## src/rtl/rdc_pkg.sv

```systemverilog
package rdc_pkg;
  // bit 1: Done-or-Two wire, bit 0: One-or-Two wire
  typedef logic [1:0] cell_t;
  localparam cell_t C_ZERO = 2'b00;
  localparam cell_t C_ONE  = 2'b01;
  localparam cell_t C_TWO  = 2'b11;
  localparam cell_t C_DONE = 2'b10;
endpackage

```

## src/rtl/rdc_stage.sv

```systemverilog
module rdc_stage
  import rdc_pkg::*;
(
  input  cell_t left_st,
  input  cell_t right_st,
  output logic  fire,
  output cell_t fill
);
  always_comb begin
    fire = (left_st != C_ZERO) && (right_st == C_ZERO);
    // One or Two on the left hands over a Two; Done hands over Done
    fill = (left_st == C_DONE) ? C_DONE : C_TWO;
  end
endmodule

```

## src/rtl/rdc_cell.sv

```systemverilog
module rdc_cell
  import rdc_pkg::*;
(
  input  logic  clk,
  input  logic  rst,
  input  logic  clr,
  input  logic  load,
  input  logic  load_bit,
  input  logic  recv,
  input  cell_t recv_val,
  input  logic  give,
  input  logic  drain,
  output cell_t st
);
  cell_t give_val;

  always_comb begin
    case (st)
      C_TWO:   give_val = C_ONE;
      C_ONE:   give_val = C_ZERO;
      default: give_val = st;
    endcase
  end

  always_ff @(posedge clk) begin
    if (rst || clr)  st <= C_ZERO;
    else if (load)   st <= {1'b0, load_bit};
    else if (recv)   st <= recv_val;
    else if (give)   st <= give_val;
    else if (drain)  st <= C_ZERO;
  end

  AST_FILL_KIND: assert property (@(posedge clk) disable iff (rst)
    (st == C_ZERO && !clr && !load) |=> (st == C_ZERO || st[1]));
  AST_DONE_STICKY: assert property (@(posedge clk) disable iff (rst)
    (st == C_DONE && !clr && !load && !drain) |=> (st == C_DONE));
endmodule

```

## src/rtl/rdc_dec_port.sv

```systemverilog
module rdc_dec_port
  import rdc_pkg::*;
(
  input  logic  clk,
  input  logic  rst,
  input  logic  clr,
  input  logic  load,
  input  logic  req,
  input  cell_t lsb,
  output logic  drain,
  output logic  ack,
  output logic  ok
);
  always_comb drain = req && !ack && (lsb != C_ZERO) && !clr && !load;

  always_ff @(posedge clk) begin
    if (rst) begin
      ack <= 1'b0;
      ok  <= 1'b0;
    end else begin
      ack <= drain;
      ok  <= drain && lsb[0];
    end
  end

  AST_ACK_ONE_CYCLE: assert property (@(posedge clk) disable iff (rst)
    ack |=> !ack);
  AST_OK_FROM_VALUE: assert property (@(posedge clk) disable iff (rst)
    (ack && ok) |-> $past(lsb == C_ONE || lsb == C_TWO));
  AST_FAIL_FROM_DONE: assert property (@(posedge clk) disable iff (rst)
    (ack && !ok) |-> $past(lsb == C_DONE));
  AST_NO_ACK_ON_ZERO: assert property (@(posedge clk) disable iff (rst)
    ack |-> $past(lsb != C_ZERO));
  AST_PRIORITY: assert property (@(posedge clk) disable iff (rst)
    ack |-> !$past(clr || load));
endmodule

```

## src/rtl/relay_dec_counter.sv

```systemverilog
module relay_dec_counter
  import rdc_pkg::*;
#(
  parameter int N_CELLS = 8
) (
  input  logic               clk,
  input  logic               rst,
  input  logic               clr,
  input  logic               load,
  input  logic [N_CELLS-1:0] load_val,
  input  logic               dec_req,
  output logic               dec_ack,
  output logic               dec_ok,
  output logic [N_CELLS-1:0] state_hi,
  output logic [N_CELLS-1:0] state_lo
);
  localparam int MSB = N_CELLS - 1;

  cell_t              st   [N_CELLS];
  cell_t              fill [N_CELLS];
  logic [N_CELLS-1:0] fire;
  logic               drain;

  // stage k feeds cell k from its left neighbour (the cap for the MSB)
  for (genvar k = 0; k < N_CELLS; k++) begin : g_row
    cell_t left_st;
    logic  give_k;
    logic  drain_k;
    if (k == MSB) begin : g_cap
      assign left_st = C_DONE;
    end else begin : g_mid
      assign left_st = st[k+1];
    end
    if (k == 0) begin : g_lsb
      assign give_k  = 1'b0;
      assign drain_k = drain;
    end else begin : g_upper
      assign give_k  = fire[k-1];
      assign drain_k = 1'b0;
    end

    rdc_stage u_stage (
      .left_st  (left_st),
      .right_st (st[k]),
      .fire     (fire[k]),
      .fill     (fill[k])
    );

    rdc_cell u_cell (
      .clk      (clk),
      .rst      (rst),
      .clr      (clr),
      .load     (load),
      .load_bit (load_val[k]),
      .recv     (fire[k]),
      .recv_val (fill[k]),
      .give     (give_k),
      .drain    (drain_k),
      .st       (st[k])
    );

    assign state_hi[k] = st[k][1];
    assign state_lo[k] = st[k][0];

    if (k < MSB) begin : g_contig
      AST_DONE_CONTIG: assert property (@(posedge clk) disable iff (rst)
        (st[k] == C_DONE) |-> (st[k+1] == C_DONE));
    end
  end

  rdc_dec_port u_port (
    .clk   (clk),
    .rst   (rst),
    .clr   (clr),
    .load  (load),
    .req   (dec_req),
    .lsb   (st[0]),
    .drain (drain),
    .ack   (dec_ack),
    .ok    (dec_ok)
  );

  AST_LSB_CLEARED: assert property (@(posedge clk) disable iff (rst)
    dec_ack |-> (st[0] == C_ZERO));
endmodule

```

## config.mk

```make
export PLATFORM = sky130hd
export DESIGN_NAME = relay_dec_counter
export DESIGN_NICKNAME = d
export VERILOG_FILES = /design/src/rtl/rdc_pkg.sv /design/src/rtl/rdc_stage.sv /design/src/rtl/rdc_cell.sv /design/src/rtl/rdc_dec_port.sv /design/src/rtl/relay_dec_counter.sv
export SDC_FILE = /design/constraint.sdc
export NUM_CORES = 1
export LEC_CHECK = 0
export BUFFER_PORTS_ARGS = -buffer_cell sky130_fd_sc_hd__clkbuf_2
export CAP_MARGIN = 20
export CORE_MARGIN = 2
export CORE_UTILIZATION = 50
export CTS_BUF_LIST = sky130_fd_sc_hd__clkbuf_2 sky130_fd_sc_hd__clkbuf_4 sky130_fd_sc_hd__clkbuf_8
export DETAILED_ROUTE_END_ITERATION = 7
export GPL_ROUTABILITY_DRIVEN = 0
export HOLD_SLACK_MARGIN = 0.05
export PLACE_DENSITY = 0.91
export SYNTH_ARGS = -nofsm -noshare
export SYNTH_HDL_FRONTEND = slang
export SYNTH_SLANG_ARGS = --single-unit
```

## constraint.sdc

```tcl
create_clock -name clk -period 1.7 [get_ports clk]
set_input_delay 0.085 -clock clk [delete_from_list [all_inputs] [get_ports clk]]
set_output_delay 0.085 -clock clk [all_outputs]
set_load 0.005 [all_outputs]
```

# Word-level counts from Yosys, hierarchy flattened
# Cells that the tools add are included.
[totals] register_bits=18 elab_cells=154
[op_classes] n_reduce_logical=77 n_eq_ne=21 mux=38
[op_table] cell="nonzero test 3 bit" count=15
[op_table] cell="2-to-1 mux 2 bit" count=16
[op_table] cell="nonzero test 2 bit" count=16
[op_table] cell="equality test 2 bit, second input constant" count=14
[op_table] cell="one-hot mux 2 bit (2 select lines)" count=7
[op_table] cell="AND reduction 2 bit" count=14
[op_table] cell="nonzero test 4 bit" count=7
[op_table] cell="logical NOT 2 bit" count=8
[op_table] cell="2-to-1 mux 1 bit" count=15
[op_table] cell="equality test 2 x 1 -> 1 bit, second input constant" count=7
[op_table] cell="logical AND 1 bit" count=12
[op_table] cell="logical NOT 1 bit" count=3
[op_table] cell="OR reduction 2 bit" count=1
[op_table] cell="logical OR 1 bit" count=1

# Depth between registers and ports, before layout
# Gate-level depths: netlist of the first run.
[logic_depth] word_depth=8 ltp_mapped=5 ltp_nobuf=5

# Cells and area by module
# Synthesis of the first run repeated with hierarchy kept, for this count alone.
[hier_totals] hier_cells=137 area_unflattened_um2=1302.5
[by_module_without_submodules] module="rdc_cell" instances=8 area_each_um2=120.1 cells_each=11
[by_module_without_submodules] module="rdc_stage" instances=8 area_each_um2=31.3 cells_each=5
[by_module_without_submodules] module="rdc_dec_port" instances=1 area_each_um2=83.8 cells_each=7
[by_module_without_submodules] module="relay_dec_counter" instances=1 area_each_um2=7.5 cells_each=2

# Worst setup path before layout of the first run
# No wires, ideal clock.
[synth_timing] path_kind="reg-to-reg" start="reg g_row[7].u_cell.st[1]" end="reg g_row[7].u_cell.st[0]" synth_period_minus_slack_ps=1359 n_path_buf=0 setup_time_ps=116 required_time_ps=1584 stages_incl_launch_ff=6 arrival_ps=1243 path_slack_ps=341 cell_sequence="dfxtp_1 > inv_1 > ha_1 > o21bai_1 > a211o_1 > o211a_1"
[synth_between] word_cells_on_any_way=12
[synth_lines] item="from (decl)" line_no="rdc_cell.sv:13" rtl="output cell_t st"
[synth_lines] item="from (signal assigned)" line_no="rdc_cell.sv:27" rtl="else if (load) st <= {1'b0, load_bit};"
[synth_lines] item="from (signal assigned)" line_no="rdc_cell.sv:28" rtl="else if (recv) st <= recv_val;"
[synth_lines] item="from (signal assigned)" line_no="rdc_cell.sv:29" rtl="else if (give) st <= give_val;"
[synth_lines] item="logical NOT 2 bit (*)" line_no="rdc_stage.sv:10" rtl="fire = (left_st != C_ZERO) && (right_st == C_ZERO);"
[synth_lines] item="named net g_row[7].u_cell.recv" line_no="rdc_cell.sv:9" rtl="input logic recv,"
[synth_lines] item="nonzero test 4 bit (no source line) (tied with other cells)"
[synth_lines] item="AND reduction 2 bit (no source line) / 2-to-1 mux 1 bit (equally long branches)"
# The timed path passes the listed nets; every way through them passes the cells marked *. The select of a mux whose other input is x is not followed.
# A chain may end at the register's enable or synchronous reset.

# Final worst setup path of the first run
# Same ends and word-level chain as after synthesis.

==> key figures, run 1 <==
Synthesis
  • Ys async rst share: 0%
  • Syn Inst Count: 106
  • Syn Area/Cell: 8.37 sq um
  • Yosys cell types: 27
  • Yosys warns: 0
  • Seq/Total Area, Yosys: 40.6%
  • Yosys reg bits: 18
  • Syn_nets: 122
  • Post-synth EDFFs: 0
  • Synth Cell Area: 887 sq um
  • Ys flop type: dfxtp_1

Clocking
  • TritonCTS clock tree: built
  • # Post-CTS Setup Buffers: 0
  • Skew-Pair Late Insertion Delay: 0.30 ns
  • H-tree depth: 1
  • CTS sink cnt: 18
  • CTS Buffer Depth: 2
  • Clock transition at the registers of the reported paths: 0.10 ns
  • CTS root buf: clkbuf_4
  • Total CTS buffers: 3

Power
  • Peak VDD IR: 0.442 mV
  • PwrDens: 705 nW/um^2
  • LEAKAGE: 0.512 nW

Job
  • Total of max-cap violations: 0

GRT
  • Vias in the first global route: 734
  • Pin count of the biggest net entering global routing: 15
  • Grt ovf: 0
  • GR peak layer: met2
  • Initial antenna violation count: 0
  • GR Util met3: 4.71%
  • Total GRT Usage: 20.6%
  • Global-route wire length before repair: 3090 microns
  • GR Util met1: 29.0%
  • Met2 global-route usage: 30.0%

STA
  • Tcrit/Tclk final: 84.6%
  • Final Setup Violations: 0
  • Clk_skew: 0.00374 ns
  • RSZ-0062 raised after global routing: false
  • Final Critical Period: 1.44 ns
  • Setup total negative slack: 0 ns
  • Slew HR: 64.9%
  • Least-Margin Pin Slew: 0.523 ns
  • Max Fclk: 0.695 GHz
  • Fin worst setup slack: 0.262 ns
  • Final Hold Fails: 0
  • Slew Viols, Final: 0

Detailed routing
  • DRT Wirelength: 2010 microns
  • Drt first-iter violations: 16
  • Vias post-DR: 899
  • DRT antenna net count: 0
  • DR WL/cell: 12.8 microns
  • Pre-Repair DR Iteration Count: 4
  • Vias per Instance: 5.73
  • Residual DRC: 0

Placed design
  • IO Port Bufs: 30
  • Placed insts: 151
  • Pre-CTS WS: 0.272 ns
  • DP HPWL: 1430 microns

Critical path
  • CP max FO: 6
  • Worst R2R Start: g_row[7].u_cell.st[1]
  • Worst setup path category: reg2reg
  • Req. time, crit path: 1.90 ns
  • Cells on worst reg2reg path: 5
  • FF-to-FF End: g_row[7].u_cell.st[0]
  • CP Launch Type: flop
  • R2R setup slack: 0.26 ns
  • CP endpoint kind: flop
  • Worst EP arrival: 1.64 ns

Final layout
  • Non-filler cells, final: 157
  • Syn-to-layout area delta: 24.8%
  • Util after Layout: 65.6%
  • Inserted Diodes: 0
  • Most frequent cells in the layout: 30 x clkbuf_2, 18 x dfxtp_1, 14 x nor2_1
  • # fillers: 154
  • Fin nets: 158
  • Fraction of layout cells with a size suffix above 1: 25.7%
  • Reg area: 360 sq um
  • Commonest non-fill, non-tap cell in the layout: clkbuf_2
  • Area occupied by multi-input gates: 500 sq um

Die
  • Core area: 1690 sq um
  • I/O pin count: 31
  • Starting density of the core: 52.5%
  • Std-Cell Rows: 15
  • Die height: 46.1 microns
  • Die area: 2130 sq um
  • Chip width: 46.1 microns

Run status
  • Outcome: complete, no violations

Worst hold path
  • Hold Path End: g_row[1].u_cell.st[0]
  • Worst Hold Path Cells: 3
  • HP Start: load_val[1]
  • HP Class: in2reg
-- through the flow --
| step | power [mW] | instance area [sq um] | hold WS [ns] |
|---|---|---|---|
| 4_1_cts | 0.782 | 1110 | 0.0614 |
| 3_5_place_dp | 0.568 | 1050 | 0.330 |
| 3_3_place_gp | 0.564 | 1050 | 0.322 |
| 2_1_floorplan | 0.524 | 887 | 0.229 |
| 5_1_grt | 0.819 | 1110 | 0.0767 |
| 6_report | 0.780 | 1110 | 0.0547 |
-- state kept, by name, summed over array words and instances, names as in the netlist --
register         flops
u_port.ok            1
g_row.u_cell.st     16
u_port.ack           1
-- worst max-delay path by stage --
stage | slack, ns | from | endpoint | depth (start not counted)
2_1_floorplan | 0.34 | g_row[7].u_cell.st[1] | g_row[7].u_cell.st[0] | 5
4_1_cts | 0.26 | g_row[7].u_cell.st[1] | g_row[7].u_cell.st[0] | 5
3_3_place_gp | 0.34 | g_row[7].u_cell.st[1] | g_row[7].u_cell.st[0] | 5
6_report | 0.26 | g_row[7].u_cell.st[1] | g_row[7].u_cell.st[0] | 5
3_5_place_dp | 0.27 | g_row[7].u_cell.st[1] | g_row[7].u_cell.st[0] | 5
5_1_grt | 0.18 | g_row[7].u_cell.st[1] | g_row[7].u_cell.st[0] | 5
-- worst max-delay path, stage by stage (launching register included) --
cell	delay (ns)
dfxtp_1	0.40
inv_1	0.08
ha_1	0.25
o21bai_1	0.19
a211o_1	0.30
o211a_1	0.12
-- cell families (layout without fill, tap and decap cells) --
group	Yosys count	in the layout	share of synthesized area [%]
AO/OA/AOI/OAI	46	46	34.0
AND/OR/NAND/NOR	31	31	17.1
flip-flops	18	18	40.6
buffers and inverters	7	41	2.96
adder cells (fa/ha/maj)	3	3	4.23
multiplexers	1	1	1.13
-- power by group --
part	switching (mW)	internal, mW	total (mW)
combinational	0.0556	0.0549	0.111
clock	0.133	0.0826	0.216
sequential	0.0198	0.434	0.454
-- Yosys cell counts, types with 2 or more instances --
| cell | n | area (sq um) |
|---|---|---|
| dfxtp_1 | 18 | 360 |
| nor2_1 | 14 | 52.6 |
| a21oi_1 | 11 | 55.1 |
| o21ai_0 | 10 | 50.1 |
| o21a_1 | 6 | 45.0 |
| o31ai_1 | 6 | 45.0 |
| a21boi_0 | 4 | 30.0 |
| inv_1 | 4 | 15.0 |
| nand2_1 | 4 | 15.0 |
| nor3_1 | 4 | 20.0 |
| clkbuf_1 | 3 | 11.3 |
| ha_1 | 3 | 37.5 |
| a221oi_1 | 2 | 17.5 |
| nand2b_1 | 2 | 12.5 |
| o21bai_1 | 2 | 15.0 |
| or2_0 | 2 | 12.5 |
-- per-layer routing --
metal | routed length [microns] | share of wire [%]
met5 | 0 | 0
met3 | 72 | 3.6
met1 | 1000 | 50
met4 | 46 | 2.3
met2 | 886 | 44
-- layout make-up --
type / count / share of cell area [%]
tap: 17 / 1.92
timing repair buffer: 34 / 16.9
clock buffer: 3 / 2.03
sequential: 18 / 32.5
inverter: 4 / 1.36
multi-input combinational: 81 / 45.2
-- repair_timing --
item                                   CTS  global route
hold buffers                             3             0
endpoints found under the hold margin    4             0
gates resized for setup                  0             0
(Power assumes the default switching activity.)
==> run 2, diff against run 1 <==
Settings changed: CORE_ASPECT_RATIO from default to 1.4, CORE_UTILIZATION 50 to 45, PLACE_DENSITY 0.91 to 0.87.
Clock period 1.7 ns to 1.2 ns, I/O delays scaled along.
==> run 2 against run 1 <==
Against the previous run:
- maximum frequency up 15%
- worst setup slack got worse by 0.32 ns
- die area increased by 10%
- power grew 58%
- largest power group unchanged
- critical path depth did not move
- the run now ends with setup timing left
==> key figures, run 2 (synthesis gave the netlist of run 1 again) <==
Job
  • Total of max-cap violations: 0

Worst hold path
  • HP Start: load_val[6]
  • Hold Path End: g_row[6].u_cell.st[0]
  • HP Class: in2reg
  • Worst Hold Path Cells: 3

Critical path
  • R2R setup slack: -0.06 ns
  • Worst EP arrival: 1.44 ns
  • CP max FO: 2
  • FF-to-FF End: g_row[7].u_cell.st[0]
  • CP delay by family, top: compound AO/OA/AOI/OAI gates
  • Worst R2R Start: g_row[7].u_cell.st[1]
  • Cells on worst reg2reg path: 5
  • CP endpoint kind: flop
  • CP Launch Point: g_row[7].u_cell.st[1]
  • CP Launch Type: flop
  • CP max-delay cell: dfxtp_2
  • Worst setup path category: reg2reg
  • Worst path max stage delay: 0.36 ns
  • CP bufs+invs: 1
  • Req. time, crit path: 1.39 ns
  • CP Cell Sequence: inv_2 -> ha_2 -> nand2b_4 -> a211o_1 -> o211a_1

GRT
  • Pin count of the biggest net entering global routing: 11
  • Global-route wire length before repair: 4230 microns
  • Initial antenna violation count: 0
  • GR Util met3: 2.25%
  • GR peak layer: met2
  • Grt ovf: 0
  • Met2 global-route usage: 41.5%
  • Vias in the first global route: 932
  • GR Util met1: 27.3%
  • Total GRT Usage: 23.1%

Power
  • Sw power: 311 uW
  • Sw frac: 25.3%
  • PwrDens: 956 nW/um^2
  • Sequential share of power: 52.1%
  • Comb power frac: 18.2%
  • Internal: 918 uW
  • Clock share of power: 29.8%
  • Peak VDD IR: 0.605 mV
  • LEAKAGE: 0.594 nW

Detailed routing
  • DR WL/cell: 14.3 microns
  • DRT Wirelength: 2500 microns
  • Pre-Repair DR Iteration Count: 4
  • Drt first-iter violations: 17
  • Vias post-DR: 987
  • Vias per Instance: 5.64
  • DRT antenna net count: 0
  • Residual DRC: 0

STA
  • Least-Margin Pin Slew: 0.324 ns
  • Clk_skew: 0.00107 ns
  • Final Setup Violations: 2
  • Fin worst setup slack: -0.0552 ns
  • Setup total negative slack: -0.0777 ns
  • Final Critical Period: 1.26 ns
  • Slew HR: 78.3%
  • RSZ-0062 raised after global routing: true
  • Max Fclk: 0.797 GHz
  • Final Hold Fails: 0
  • Tcrit/Tclk final: 105%
  • Slew Viols, Final: 0
  • Hold slack final: 0.0884 ns

Final layout
  • Reg area: 368 sq um
  • # fillers: 170
  • Largest reg by FF count: g_row.u_cell.st
  • Fin nets: 171
  • Non-filler cells, final: 175
  • Most frequent cells in the layout: 30 x clkbuf_2, 14 x dfxtp_1, 13 x nor2_1
  • Area occupied by multi-input gates: 542 sq um
  • Inserted Diodes: 0
  • Max reg flops: 16
  • Fraction of layout cells with a size suffix above 1: 39.0%
  • Commonest non-fill, non-tap cell in the layout: clkbuf_2
  • Post-route cell area: 1290 sq um
  • Syn-to-layout area delta: 45.0%
  • Regs by FF count: g_row.u_cell.st: 16 flops, u_port.ack: 1 flops, u_port.ok: 1 flops

Clocking
  • Total CTS buffers: 3
  • CTS root buf: clkbuf_4
  • Skew-Pair Late Insertion Delay: 0.28 ns
  • Clock transition at the registers of the reported paths: 0.10 ns
  • CTS Buffer Depth: 2
  • H-tree depth: 1
  • CTS sink cnt: 18
  • TritonCTS clock tree: built

Die
  • Die area: 2350 sq um
  • Starting density of the core: 46.6%
  • Die height: 56.5 microns
  • I/O pin count: 31
  • Std-Cell Rows: 19
  • Chip width: 41.5 microns
  • Core area: 1900 sq um

Placed design
  • IO Port Bufs: 30
  • DP HPWL: 1770 microns
  • Placed Area: 1140 sq um
  • Pre-CTS WS: -0.0824 ns
  • Placed insts: 163

Run status
  • Failing checks: setup timing
  • Outcome: finished with violations
## run 2: cell count changes in the layout (fill, tap and decap cells not counted), sizes merged
| cell | previous run | this run |
|---|---|---|
| buf | 1 | 11 |
| clkbuf | 33 | 34 |
| dlygate4sd3 | 3 | 6 |
## run 2: what timing repair did
item	CTS	global route
buffers inserted	2	0
setup endpoints to repair	3	4
endpoints found under the hold margin	7	0
pin swaps	1	3
hold buffers	6	0
resized for setup	4	6
## run 2: worst reg2reg max path, cell delays in order (launching register included)
cell      delay (ns)
dfxtp_2         0.36
inv_2           0.06
ha_2            0.19
nand2b_4        0.14
a211o_1         0.30
o211a_1         0.12
## run 2: worst max path at each step
stage,to,slack [ns],cells past startpoint
floorplan,g_row[7].u_cell.st[0],-0.02,5
global placement,g_row[7].u_cell.st[0],-0.01,5
detailed placement,g_row[7].u_cell.st[0],-0.08,5
CTS,g_row[7].u_cell.st[0],-0.06,5
global route,g_row[7].u_cell.st[0],-0.11,5
finish,g_row[7].u_cell.st[0],-0.06,5
## run 2: cell type report
type	instances	share of cell area (%)
Sequential cell	18	28.6
Inverter	4	1.36
Tap cell	21	2.04
Clock buffer	4	2.82
Multi-Input combinational cell	81	42.1
Timing Repair Buffer	47	23.1
## run 2: through the flow
step | util (%) | power, mW
after floorplan | - | 0.756
after global placement | 60.2 | 0.833
after detailed placement | 60.2 | 0.842
after CTS | 66.8 | 1.23
after global routing | 67.6 | 1.31
final | 67.6 | 1.23
## run 2: power by group through the flow
stage	sequential (mW)	clock, mW	combinational [mW]
finish	0.640	0.366	0.224
global route	0.644	0.416	0.246
CTS	0.638	0.379	0.215
detailed placement	0.653	0	0.189
global placement	0.651	0	0.182
floorplan	0.650	0	0.106
## run 2: layer usage
metal	routed length, microns	share of wire [%]
met4	19	0.76
met2	1380	55
met5	0	0
met1	1010	40
met3	96	3.8
==> run 3, diff against run 2 <==
Settings changed: CELL_PAD_IN_SITES_DETAIL_PLACEMENT from default to 1, CELL_PAD_IN_SITES_GLOBAL_PLACEMENT from default to 1, CORE_UTILIZATION 45 to 33, GPL_TIMING_DRIVEN from default to 0, PLACE_DENSITY 0.87 to 0.88.
==> run 3 against run 2 <==
Against the previous run:
- the flow still finishes with violations (setup timing)
- clock skew increased by 0.0043 ns
- sequential share of layout area grew 1.7 points
- die area rose by 33%
- worst setup slack lost 0.049 ns
- highest routed layer unchanged
==> key figures, run 3 (synthesis gave the netlist of run 1 again) <==
Run status
  • Outcome: finished with violations
  • Failing checks: setup timing

Job
  • Total of max-cap violations: 0

Critical path
  • CP Cell Sequence: inv_4 -> ha_4 -> o21bai_4 -> a211o_1 -> o211a_1
  • CP endpoint kind: flop
  • Worst setup path category: reg2reg
  • CP bufs+invs: 1
  • Worst path max stage delay: 0.39 ns
  • CP delay by family, top: compound AO/OA/AOI/OAI gates
  • CP max-delay cell: dfxtp_4
  • Worst EP arrival: 1.50 ns
  • CP Launch Type: flop
  • CP max FO: 5
  • Req. time, crit path: 1.39 ns

Die
  • Die area: 3120 sq um
  • Die height: 65.3 microns
  • Starting density of the core: 34.3%
  • I/O pin count: 31
  • Core area: 2590 sq um
  • Chip width: 47.8 microns
  • Std-Cell Rows: 22

Final layout
  • Inserted Diodes: 0
  • Reg area: 374 sq um
  • Largest reg by FF count: g_row.u_cell.st
  • Syn-to-layout area delta: 39.2%
  • Fraction of layout cells with a size suffix above 1: 37.2%
  • Max reg flops: 16
  • # fillers: 348
  • Area occupied by multi-input gates: 543 sq um
  • Regs by FF count: g_row.u_cell.st: 16 flops, u_port.ack: 1 flops, u_port.ok: 1 flops
  • Most frequent cells in the layout: 30 x clkbuf_2, 13 x nor2_1, 11 x a21oi_1, 11 x dfxtp_1, 10 x o21ai_0
  • Fin nets: 162
  • Commonest non-fill, non-tap cell in the layout: clkbuf_2

Power
  • PwrDens: 983 nW/um^2
  • LEAKAGE: 0.540 nW
  • Overall power: 1.21 mW
  • Sequential share of power: 53.3%
  • Internal: 901 uW
  • Sw frac: 25.8%
  • Sw power: 313 uW
  • Peak VDD IR: 0.510 mV
  • Clock share of power: 30.5%
  • Comb power frac: 16.2%

GRT
  • Total GRT Usage: 18.1%
  • Grt ovf: 0
  • Initial antenna violation count: 0
  • Pin count of the biggest net entering global routing: 11
  • Vias in the first global route: 942
  • Global-route wire length before repair: 4150 microns

Detailed routing
  • DRT Wirelength: 2750 microns
  • DRT antenna net count: 0
  • Pre-Repair DR Iteration Count: 4
  • Drt first-iter violations: 2
  • DR WL/cell: 15.2 microns
  • Residual DRC: 0
  • Vias per Instance: 5.21
  • Vias post-DR: 943

STA
  • Final Critical Period: 1.30 ns
  • RSZ-0062 raised after global routing: true
  • Least-Margin Pin Slew: 0.578 ns
  • Tcrit/Tclk final: 109%
  • Final Hold Fails: 0
  • Final Setup Violations: 2
  • Clk_skew: 0.00537 ns
  • Slew Viols, Final: 0
  • Max Fclk: 0.767 GHz
  • Fin worst setup slack: -0.104 ns
  • Slew HR: 61.2%

Clocking
  • Total CTS buffers: 3
  • CTS Buffer Depth: 2
  • CTS sink cnt: 18
  • Skew-Pair Late Insertion Delay: 0.29 ns
  • Clock transition at the registers of the reported paths: 0.11 ns
  • H-tree depth: 1
  • TritonCTS clock tree: built
  • CTS root buf: clkbuf_4

Worst hold path
  • HP Class: in2reg

Placed design
  • DP HPWL: 2030 microns
  • IO Port Bufs: 30
  • Pre-CTS WS: -0.0949 ns
[run 3: changes by cell type in the layout (fill, tap and decap cells not counted), moves of 2 or more]
cell,change
dfxtp_1,-3
dfxtp_2,+2
buf_4,-7
dlygate4sd3_1,-2
[run 3: metrics by stage]
stage	setup TNS (ns)	hold slack (ns)	utilization (%)	std cells	instance area, sq um
final	-0.107	0.0489	47.7	181	1230
after floorplan	-0.0174	0.204	-	106	912
after global placement	-0.0917	0.307	42.8	172	1110
after global routing	-0.280	0.0619	47.7	181	1230
after CTS	-0.149	0.0504	45.5	178	1180
after detailed placement	-0.223	0.336	42.8	172	1110
[run 3: repair_timing]
| item | CTS | global route |
|---|---|---|
| setup buffers | 1 | 2 |
| resized for setup | 1 | 12 |
| hold endpoints to repair | 4 | 1 |
| setup endpoints to repair | 5 | 4 |
| pin swaps | 0 | 2 |
| hold buffers | 3 | 1 |
[run 3: power by group through the flow]
stage	combinational [mW]	sequential (mW)	clock, mW
finish	0.197	0.647	0.370
global placement	0.167	0.651	0
detailed placement	0.177	0.654	0
CTS	0.182	0.644	0.381
floorplan	0.106	0.650	0
global route	0.219	0.651	0.405
[run 3: area by class of cell]
| class | instances | area share, % |
|---|---|---|
| Clock buffer | 4 | 2.94 |
| Buffer | 1 | 0.304 |
| Inverter | 4 | 1.62 |
| Timing Repair Buffer | 37 | 17.2 |
| Multi-Input combinational cell | 81 | 44.0 |
| Tap cell | 36 | 3.65 |
| Sequential cell | 18 | 30.3 |
[run 3: path summary, 6_finish.rpt]
kind         slack (ns)                   from               endpoint  depth (start not counted)
max               -0.10  g_row[7].u_cell.st[1]  g_row[7].u_cell.st[0]                          5
min                0.05            load_val[0]  g_row[0].u_cell.st[0]                          3
max reg2reg       -0.10  g_row[7].u_cell.st[1]  g_row[7].u_cell.st[0]                          5
min reg2reg        0.50  g_row[0].u_cell.st[1]  g_row[0].u_cell.st[1]                          2
[run 3: worst min-delay path: cells and delay by family]
| family | cells | cell delay (ns) |
|---|---|---|
| simple gates | 1 | 0.09 |
| buf+inv | 1 | 0.08 |
| compound gates | 1 | 0.06 |
[run 3: per-layer routing]
layer / vias to the layer above / GRT usage, % / wire (microns)
met5: - / 0 / 0
li1: 465 / - / -
met1: 449 / 19.4 / 1070
met4: 0 / 4.05 / 14
met3: 2 / 1.65 / 91
met2: 27 / 35.2 / 1570
